==> config.mk <==
export PLATFORM = sky130hd
export DESIGN_NAME = va_xlat_buf
export DESIGN_NICKNAME = d
export VERILOG_FILES = /design/src/rtl/va_xlat_buf.sv
export SDC_FILE = /design/constraint.sdc
export NUM_CORES = 1
export LEC_CHECK = 0
export ABC_AREA = 1
export CAP_MARGIN = 20
export CORE_MARGIN = 8
export CORE_UTILIZATION = 60
export CTS_CLUSTER_DIAMETER = 120
export CTS_CLUSTER_SIZE = 12
export DETAILED_ROUTE_END_ITERATION = 6
export DONT_BUFFER_PORTS = 1
export PLACE_DENSITY = 0.88
export SETUP_SLACK_MARGIN = 0.15
export SKIP_LAST_GASP = 1
export SLEW_MARGIN = 20
export SYNTH_ARGS = -nofsm -noshare
export SYNTH_HDL_FRONTEND = slang
export SYNTH_SLANG_ARGS = --single-unit
==> constraint.sdc <==
create_clock -name clk -period 7.55 [get_ports clk]
set_input_delay 1.51 -clock clk [delete_from_list [all_inputs] [get_ports clk]]
set_output_delay 1.51 -clock clk [all_outputs]
set_load 0.005 [all_outputs]
==> src/rtl/va_xlat_buf.sv <==
module va_xlat_buf #(
  parameter int ENTRIES = 8,
  localparam int IW = (ENTRIES > 1) ? $clog2(ENTRIES) : 1
) (
  input  logic        clk,
  input  logic        rst_n,
  input  logic        lk_valid,
  input  logic [31:0] lk_va,
  input  logic        lk_write,
  input  logic        lk_user,
  input  logic [31:0] dom_ctl,
  input  logic        fill_en,
  input  logic [31:0] fill_va,
  input  logic [31:0] fill_pa,
  input  logic [1:0]  fill_ap,
  input  logic [3:0]  fill_dom,
  input  logic [2:0]  fill_kind,
  input  logic        inv_one,
  input  logic [31:0] inv_va,
  input  logic        inv_all,
  output logic        rsp_valid,
  output logic        rsp_hit,
  output logic        rsp_fault,
  output logic [3:0]  rsp_status,
  output logic [31:0] rsp_pa
);

  function automatic logic [31:0] kmask(input logic [2:0] k);
    case (k)
      3'd1:    kmask = 32'hFFFF_F000;
      3'd2:    kmask = 32'hFFFF_0000;
      3'd3:    kmask = 32'hFFF0_0000;
      3'd4:    kmask = 32'hFFFF_FC00;
      default: kmask = 32'h0000_0000;
    endcase
  endfunction

  logic [31:0] tag_q  [ENTRIES];
  logic [31:0] base_q [ENTRIES];
  logic [1:0]  ap_q   [ENTRIES];
  logic [3:0]  dom_q  [ENTRIES];
  logic [2:0]  kind_q [ENTRIES];
  logic [IW-1:0] vic;

  logic [ENTRIES-1:0] vld, match, kill;

  for (genvar i = 0; i < ENTRIES; i++) begin : g_slot
    logic [31:0] m;
    assign m        = kmask(kind_q[i]);
    assign vld[i]   = (m != 32'h0);
    assign match[i] = vld[i] && (((tag_q[i] ^ lk_va) & m) == 32'h0);
    assign kill[i]  = inv_one && vld[i] && (((tag_q[i] ^ inv_va) & m) == 32'h0);
  end

  logic [IW-1:0] sel;
  always_comb begin
    sel = '0;
    for (int i = ENTRIES - 1; i >= 0; i--)
      if (match[i]) sel = IW'(i);
  end

  logic        hit, sect, perm_ok, dom_bad, perm_bad;
  logic [1:0]  dmode;
  logic [31:0] smask;
  logic [3:0]  status;

  assign hit   = |match;
  assign smask = kmask(kind_q[sel]);
  assign sect  = (kind_q[sel] == 3'd3);
  assign dmode = dom_ctl[{dom_q[sel], 1'b0} +: 2];

  always_comb
    case (ap_q[sel])
      2'd0:    perm_ok = 1'b0;
      2'd1:    perm_ok = !lk_user;
      2'd2:    perm_ok = !lk_user || !lk_write;
      default: perm_ok = 1'b1;
    endcase

  assign dom_bad  = (dmode == 2'd0) || (dmode == 2'd2);
  assign perm_bad = (dmode == 2'd1) && !perm_ok;
  assign status   = dom_bad  ? (sect ? 4'h9 : 4'hB) :
                    perm_bad ? (sect ? 4'hD : 4'hF) : 4'h0;

  always_ff @(posedge clk) begin
    if (!rst_n) begin
      rsp_valid  <= 1'b0;
      rsp_hit    <= 1'b0;
      rsp_fault  <= 1'b0;
      rsp_status <= 4'h0;
      rsp_pa     <= 32'h0;
    end else begin
      rsp_valid  <= lk_valid;
      rsp_hit    <= lk_valid && hit;
      rsp_fault  <= lk_valid && hit && (status != 4'h0);
      rsp_status <= (lk_valid && hit) ? status : 4'h0;
      rsp_pa     <= (lk_valid && hit && status == 4'h0) ?
                    ((base_q[sel] & smask) | (lk_va & ~smask)) : 32'h0;
    end
  end

  always_ff @(posedge clk) begin
    if (!rst_n) begin
      vic <= '0;
      for (int i = 0; i < ENTRIES; i++) begin
        kind_q[i] <= 3'd0;
        tag_q[i]  <= 32'h0;
        base_q[i] <= 32'h0;
        ap_q[i]   <= 2'd0;
        dom_q[i]  <= 4'd0;
      end
    end else begin
      if (fill_en && !inv_all)
        vic <= (vic == IW'(ENTRIES - 1)) ? '0 : vic + 1'b1;
      for (int i = 0; i < ENTRIES; i++) begin
        if (inv_all) begin
          kind_q[i] <= 3'd0;
        end else if (fill_en && vic == IW'(i)) begin
          kind_q[i] <= fill_kind;
          tag_q[i]  <= fill_va;
          base_q[i] <= fill_pa;
          ap_q[i]   <= fill_ap;
          dom_q[i]  <= fill_dom;
        end else if (kill[i]) begin
          kind_q[i] <= 3'd0;
        end
      end
    end
  end

  p_fault_code_r4: assert property (@(posedge clk) disable iff (!rst_n)
    rsp_fault |-> (rsp_status == 4'h9 || rsp_status == 4'hB ||
                   rsp_status == 4'hD || rsp_status == 4'hF));

  p_fault_shape_r6: assert property (@(posedge clk) disable iff (!rst_n)
    rsp_fault |-> (rsp_hit && rsp_pa == 32'h0));

  p_idle_quiet_r7: assert property (@(posedge clk) disable iff (!rst_n)
    !lk_valid |=> (!rsp_valid && !rsp_hit && !rsp_fault && rsp_status == 4'h0));

  p_no_code_r7: assert property (@(posedge clk) disable iff (!rst_n)
    !rsp_fault |-> (rsp_status == 4'h0));

  p_victim_step_r8: assert property (@(posedge clk) disable iff (!rst_n)
    (fill_en && !inv_all) |=>
      (vic == (($past(vic) == IW'(ENTRIES - 1)) ? '0 : $past(vic) + 1'b1)));

  p_drop_one_r9: assert property (@(posedge clk) disable iff (!rst_n)
    (inv_one && !inv_all && !fill_en) |=> ((vld & $past(kill)) == '0));

  p_clear_all_r10: assert property (@(posedge clk) disable iff (!rst_n)
    inv_all |=> (vld == '0 && $stable(vic)));

endmodule

Word-level counts from Yosys, hierarchy flattened
Memory sizes are Yosys's and may differ from the RTL's. Cells that the tools add are included.

Reductions and logical operators: 75. Multiply operators: 0. Mux-type cells: 155. Div/mod/pow operators: 0. Shift operators: 1. Equality and inequality tests: 47. Bitwise gates (word level): 92. Add/sub/neg operators: 1. Order comparisons: 0.

Operator list (count): $pmux W32 S4 (9); $and A32 B32 Y32 (18); $logic_not A32 Y1 (16); $mux W32 (16); $xor A32 B32 Y32 (16); $reduce_bool A32 Y1 (8); $mux W3 (33); $mux W1 (76); $eq A3 B2 Y1 const B (20); $or A1 B1 Y1 (56); $mux W4 (10); $eq A3 B3 Y1 const B (13); $logic_and A1 B1 Y1 (37); $not A32 Y32 (1); $or A32 B32 Y32 (1); $shiftx A32 B6 Y2 (1); $eq A3 B1 Y1 const B (10); $mux W2 (10); $reduce_or A8 Y1 (1); $eq A2 B1 Y1 const B (2); $eq A2 B2 Y1 const B (2); $logic_not A1 Y1 (4); $logic_not A2 Y1 (2); $logic_not A4 Y1 (1); 6 further kinds (8).

Memories: 5. Memory bits (read-only): 0. Output and inout port bits: 39. Flip-flop bits (word level): 42. RAM bits: 584. Input bits: 177. Logic and storage cells: 382. Bits in latches: 0.

Memory list: base_q (words 8, bits a word 32, read ports 1, clocked after memory_dff 0, write ports 8, RTL line 39) `logic [31:0] base_q [ENTRIES];`; tag_q (words 8, bits a word 32, read ports 8, clocked after memory_dff 0, write ports 8, RTL line 38) `logic [31:0] tag_q [ENTRIES];`; dom_q (words 8, bits a word 4, read ports 1, clocked after memory_dff 0, write ports 8, RTL line 41) `logic [3:0] dom_q [ENTRIES];`; kind_q (words 8, bits a word 3, read ports 9, clocked after memory_dff 0, write ports 8, RTL line 42) `logic [2:0] kind_q [ENTRIES];`; ap_q (words 8, bits a word 2, read ports 1, clocked after memory_dff 0, write ports 8, RTL line 40) `logic [1:0] ap_q [ENTRIES];`.

Logic depth before layout (Yosys ltp)
Gate-level depths: netlist (run 1). An unclocked memory read counts as a cell.

Word-level depth: 23. Depth in mapped cells: 33.

Least setup slack after synthesis (run 1)
Ideal clock, no wire load.

Path kind: input to register. From: input port fill_en. To: memory ap_q[6][0], enable pin. Setup time: 0.527 ns. Arrival time: 5.285 ns. Slack: 1.738 ns. Stages on the path: 4. Path buffers: 0. Cells stage by stage: nand2_1 nor2_1 inv_1 o21ai_0.

RTL lines: from (decl) (RTL line 12) `input logic fill_en,`; to (decl) (RTL line 40).

Final worst setup path (run 1)
From: input port lk_va[23]. To: register rsp_pa[25].

Word-level cells in the longest chain between the ends: 22. Elaborated cells on any way between the ends: 73. Classes of those cells: 8 x eq/ne; 1 x shift; 14 x mux; 20 x bitwise; 26 x reduce/logical; 4 x memory.

Ends and longest elaborated chain: from (decl) (RTL line 8) `input logic [31:0] lk_va,`; branches (longest 22 deep; another with $xor A32 B32 Y32); to (signal assigned) (RTL line 97) `rsp_pa <= (lk_valid && hit && status == 4'h0) ?`; to (decl) (RTL line 25) `output logic [31:0] rsp_pa`.

Several ways; the timed one is not identified. A chain may end at the register's enable or synchronous reset.

==> results of run 1 <==
placed cells by master (no fill, tap or decap), types with 7 or more instances in the layout:
master     instances
inv_2             17
o21ai_1            9
o32ai_1           21
nand2_2           10
nor3_1            11
o21ai_0          101
o211ai_1           9
nor4_1            39
edfxtp_1         424
nand4_1           18
nor2_1           499
nand3_1          100
clkbuf_16         45
a21oi_1           42
xnor2_1          109
nor2_2            20
xor2_1           225
o21ai_4            7
dfxtp_1           41
o31ai_1           13
inv_1            218
buf_4             22
nand2_1          359
clkbuf_1          26
o221ai_1           8
worst reg2reg max path, stage by stage, from the launching register on:
cell and delay, ns:
edfxtp_1 0.43, xor2_1 0.17, nor4_1 0.59, and3_1 0.29, nand4_1 0.65, nand2_8 0.94
inv_2 0.35, nand2_1 0.14, nand3_1 0.07, nand3_1 0.12, o21ai_1 0.12, inv_1 0.20
nand2_1 0.10, nand2_1 0.10, nand2_2 0.32, o21ai_0 0.53, inv_1 0.08, nor2_1 0.12
routing by layer:
| layer | vias to the layer above | routed length [µm] | track usage |
|---|---|---|---|
| met5 | - | 24 | 0 |
| met4 | 4 | 3800 | 0.151 |
| met3 | 291 | 9600 | 0.0795 |
| met2 | 1348 | 32500 | 0.466 |
| met1 | 8552 | 22900 | 0.336 |
| li1 | 8073 | - | - |
final timing paths:
check | startpoint | slack (ns) | end | cells after the start
worst max register to register | tag_q[0][23] | 2.17 | rsp_pa[25] | 17
worst min-delay path | vic[1] | 0.54 | vic[1] | 2
worst max-delay path | lk_va[23] | 1.67 | rsp_pa[25] | 17
worst min register to register | vic[1] | 0.54 | vic[1] | 2
registers in the layout, indices dropped and copies added, names as in the netlist, 3 cells and up:
signal and flops:
rsp_status 3, rsp_pa 32, vic 3, kind_q 24
tag_q 176, base_q 176, dom_q 32, ap_q 16
power groups by stage:
stage	sequential (mW)	combinational [mW]	clock, mW
floorplan	3.05	0.599	0
global placement	3.04	0.693	0
detailed placement	3.05	0.726	0
CTS	3.00	0.736	2.03
global route	3.01	0.821	2.13
finish	3.00	0.752	2.05
area by class of cell:
type	count	area, µm²
inverters	235	882
clock inverters	3	22.5
well taps	525	657
repair buffers	22	165
clock buffers	71	1220
flip-flops and latches	465	13600
diodes	2	5.00
multi-input cells	1659	9100
fillers	2881	14100
through the flow:
step,utilization,cell area [µm²]
6_report,0.644,25600
5_1_grt,0.644,25600
3_3_place_gp,0.613,24400
2_1_floorplan,-,24200
4_1_cts,0.644,25600
3_5_place_dp,0.613,24400
cells by family after synthesis:
family,count (synthesis),share of synthesized area
and+or+nand+nor,1082,0.189
DFF,465,0.560
buffers and inverters,371,0.0675
xor gates and xnor gates,334,0.121
AOI/OAI and AO/OA,237,0.0594
adders and majority gates,6,0.00310
==> impl_metrics.ini, run 1 <==
[outcome]
status = finished, final reports clean

[global_route]
grt_usage = 0.283
grt_start_max_net_pins = 137
antenna_found_initial = 4
grt_pass1_wl_mm = 103
grt_pass1_vias = 18466
grt_remaining_overflow = 0

[clock_tree]
post_cts_buffers = 0
cts_resized = 0
htree_num_levels = 2
path_clk_slew_ns = 0.06
clk_latency_ns = 0.56
cts_hold_buf = 0
cts.sink_count = 465
cts_tree = built
root_buffer = clkbuf_16
cts_buffer_depth = 3
cts_inserted_buffers = 44

[critical_path]
cp_max_fo = 136
cpMostUsedCell = nand2_1
crit_type = in -> reg
cp.required_ns = 8.03
cp.arrival_ns = 6.36
crit_path_start_kind = input port
path_delay_family = simple AND/OR/NAND/NOR gates
worst-path-buf-inv = 3
path_cells = xor2_1 -> nor4_1 -> and3_1 -> nand4_1 -> nand2_8 -> inv_2 -> nand2_1 -> nand3_1 -> nand3_1 -> o21ai_1 -> inv_1 -> nand2_1 -> nand2_1 -> nand2_2 -> o21ai_0 -> inv_1 -> nor2_1
crit_slowest_cell = nand2_8
end_kind = flip-flop
max_stage_delay_ns = 0.93

[timing]
period_needed_ns = 5.88
worst_pin_slew_ns = 0.956
slew_violations = 0
setup_slack_ns = 1.67
rsz0062_at_grt = false
hold_viol = 0
setup_viol = 0
tns_ns = 0
finalCritPeriodShare = 0.779
hold_slack_ns = 0.543
fmaxAchievable_ghz = 0.170
max_slew_margin = 0.361
fin_skew_ns = 0.0202

[synthesis]
yosys.cell_types.count = 50
yosys_warnings = 0
yosys.area.top_type = edfxtp_1
synthArstFlopShare = 0
netlist_instances = 2495
synthFlopType = edfxtp_1
avgSynthCellArea_um2 = 9.69
syn_area_um2 = 24200
ys_seq_area_frac = 0.560
yosysMostFrequentCell = nor2_1
netlist_top_cells_area = edfxtp_1 (53%), xor2_1 (8.1%), nor2_1 (7.7%)
synth_edf_count = 424
synth.ff_latch_count = 465
synth_top_area_share = 0.526
syn-num-nets = 2678
synthTopCellsByCount = nor2_1 (499), edfxtp_1 (424), nand2_1 (365), xor2_1 (225), inv_1 (218)

[routing]
postRouteAntennaNets = 0
drc = 0
routed_wl_mm = 68.8
wl_per_cell_um = 23.1
drt_iter0_markers = 2175
vias = 18268
viasPerCell = 6.13
dr.pass1.iters = 6

[die]
rows = 73
initial_core_util = 0.609
die_h_um = 217
design.core.area_um2 = 39700
die_area_um2 = 47000
ios = 216
die_w_um = 217

[placed_design]
io_buffers = 0
post-place-cells = 2906
gp_congestion = 0.928
hpwlAfterDp_mm = 44.7
post-place-ws_ns = 1.35

[pwr]
p_comb_frac = 0.130
p_per_area_nw_per_um2 = 227
p_switching_mw = 1.52
internal_power_mw = 4.28
p_seq_frac = 0.517
swShare = 0.262
p_clk_frac = 0.353
vdd_drop_max_uv = 205
power_mw = 5.80
p_leak_nw = 10.7

[worst_hold_path]
hp-class = reg -> reg

[job]
max_cap_viol_count = 0

[finish]
drive_above_1_share = 0.0566
nets = 2610
syn_to_final_growth_pct = 5.88
instances_no_fill = 2982
No activity file was read; power rests on OpenSTA's default activity.
==> inputs of run 2 (changes only) <==
CORE_UTILIZATION = 58   (was 60)
clock period = 4.8 ns   (was 7.55 ns; I/O delays follow)
==> impl_metrics.ini, run 2 (synthesis results as in run 1) <==
[clock_tree]
cts_tree = built
cts.sink_count = 465
cts_inserted_buffers = 44
htree_num_levels = 2
post_cts_buffers = 0
path_clk_slew_ns = 0.06
clk_latency_ns = 0.61
cts_hold_buf = 0
root_buffer = clkbuf_16
cts_resized = 0
cts_buffer_depth = 3

[timing]
period_needed_ns = 4.45
rsz0062_at_grt = false
slew_violations = 0
hold_viol = 0
fin_skew_ns = 0.0316
setup_viol = 0
fmaxAchievable_ghz = 0.224
tns_ns = 0
hold_slack_ns = 0.471
max_slew_margin = 0.288
finalCritPeriodShare = 0.928
worst_pin_slew_ns = 1.06

[pwr]
p_leak_nw = 10.8
vdd_drop_max_uv = 311
p_per_area_nw_per_um2 = 354

[critical_path]
cp.arrival_ns = 4.90
cp_max_fo = 34
path_cells = xor2_1 -> nor4_1 -> nand3_1 -> nor2_1 -> nand3_1 -> nand2_1 -> nand2_4 -> nand2_8 -> nand2_1 -> nand3_1 -> nand3_2 -> nand2_4 -> nand2_1 -> nand2_1 -> nand2_1 -> nand3_1 -> nand3_1 -> nand3_2 -> nand3_4 -> nor2_1
path_delay_family = simple AND/OR/NAND/NOR gates
worst-path-buf-inv = 0
crit_path_start_kind = flip-flop
end_kind = flip-flop
cp.required_ns = 5.25
crit_slowest_cell = nor4_1
crit_type = reg -> reg
max_stage_delay_ns = 0.47

[finish]
nFillCells = 3126
final_cell_mix = nor2_1 (499), edfxtp_1 (424), nand2_1 (359)
final_common_cell = nor2_1
instances_no_fill = 3017
postLayoutCellArea_um2 = 25900
reg_top3 = base_q (176), tag_q (176)
syn_to_final_growth_pct = 6.91
nets = 2629
drive_above_1_share = 0.0639

[routing]
postRouteAntennaNets = 0
viasPerCell = 6.14
drc = 0
vias = 18539
routed_wl_mm = 72.3
wl_per_cell_um = 24.0
drt_iter0_markers = 2165
dr.pass1.iters = 6

[die]
die_w_um = 220
initial_core_util = 0.582
die_area_um2 = 48500
rows = 75
design.core.area_um2 = 41600
die_h_um = 220
ios = 216

[global_route]
grtUsageMet3 = 0.0949
grtUsageMet1 = 0.346
grt_remaining_overflow = 0
grt_usage = 0.293
grt_start_max_net_pins = 91
grt_pass1_wl_mm = 107
use_met2 = 0.459
antenna_found_initial = 5
grt_pass1_vias = 18627
grt-busiest-layer = met2

[placed_design]
dpl_cell_area_um2 = 24600
gp_congestion = 0.948
io_buffers = 0
post-place-cells = 2937
hpwlAfterDp_mm = 47.8

[worst_hold_path]
hp-class = in -> reg

[job]
max_cap_viol_count = 0

[outcome]
status = finished, final reports clean
-- run 2: cell types whose count changed in the layout (fill, tap and decap cells not counted) --
cell,previous run,this run
o41ai_1,4,3
clkbuf_16,45,44
buf_16,0,2
clkinv_8,0,1
clkbuf_1,26,27
inv_6,2,1
buf_12,0,4
diode_2,2,4
buf_4,22,35
o41ai_2,0,1
-- run 2: worst paths after layout --
| check | startpoint | end | slack, ns | depth (start not counted) |
|---|---|---|---|---|
| max | tag_q[0][90] | rsp_pa[29] | 0.35 | 20 |
| min | lk_va[9] | rsp_pa[9] | 0.47 | 2 |
| max reg2reg | tag_q[0][90] | rsp_pa[29] | 0.35 | 20 |
| min reg2reg | vic[1] | vic[1] | 0.56 | 2 |
-- run 2: routing by layer --
layer,routed length [µm],part of all wire
met1,24200,0.33
met2,33200,0.46
met3,10000,0.14
met4,4810,0.066
met5,88,0.0012
-- run 2: metrics by stage --
step           utilization  total power, mW  setup WS, ns
2_1_floorplan            -             5.73        -0.459
3_5_place_dp         0.591             5.99       -0.0202
3_3_place_gp         0.591             5.92         0.122
5_1_grt              0.622             9.41         0.151
6_report             0.622             9.15         0.345
4_1_cts              0.620             9.11         0.365
-- run 2: area by class of cell --
class                           instances  area (µm²)  area share
Tap cell                              539         674      0.0261
Antenna cell                            4        10.0    0.000387
Clock buffer                           71        1200      0.0465
Timing Repair Buffer                   41         398      0.0154
Inverter                              235         882      0.0341
Multi-Input combinational cell       1659        9100       0.352
Clock inverter                          3        30.0     0.00116
Sequential cell                       465       13600       0.524
-- run 2: where the power goes --
| part | switching (mW) | internal, mW |
|---|---|---|
| combinational | 0.816 | 0.409 |
| sequential | 0.110 | 4.61 |
| clock | 1.49 | 1.71 |
-- run 2: worst reg2reg max path: stages (launching register included) --
cell and delay, ns:
edfxtp_1 0.42, xor2_1 0.17, nor4_1 0.47, nand3_1 0.25
nor2_1 0.25, nand3_1 0.26, nand2_1 0.19, nand2_4 0.12
nand2_8 0.23, nand2_1 0.09, nand3_1 0.09, nand3_2 0.28
nand2_4 0.30, nand2_1 0.08, nand2_1 0.08, nand2_1 0.05
nand3_1 0.07, nand3_1 0.12, nand3_2 0.14, nand3_4 0.22
nor2_1 0.42
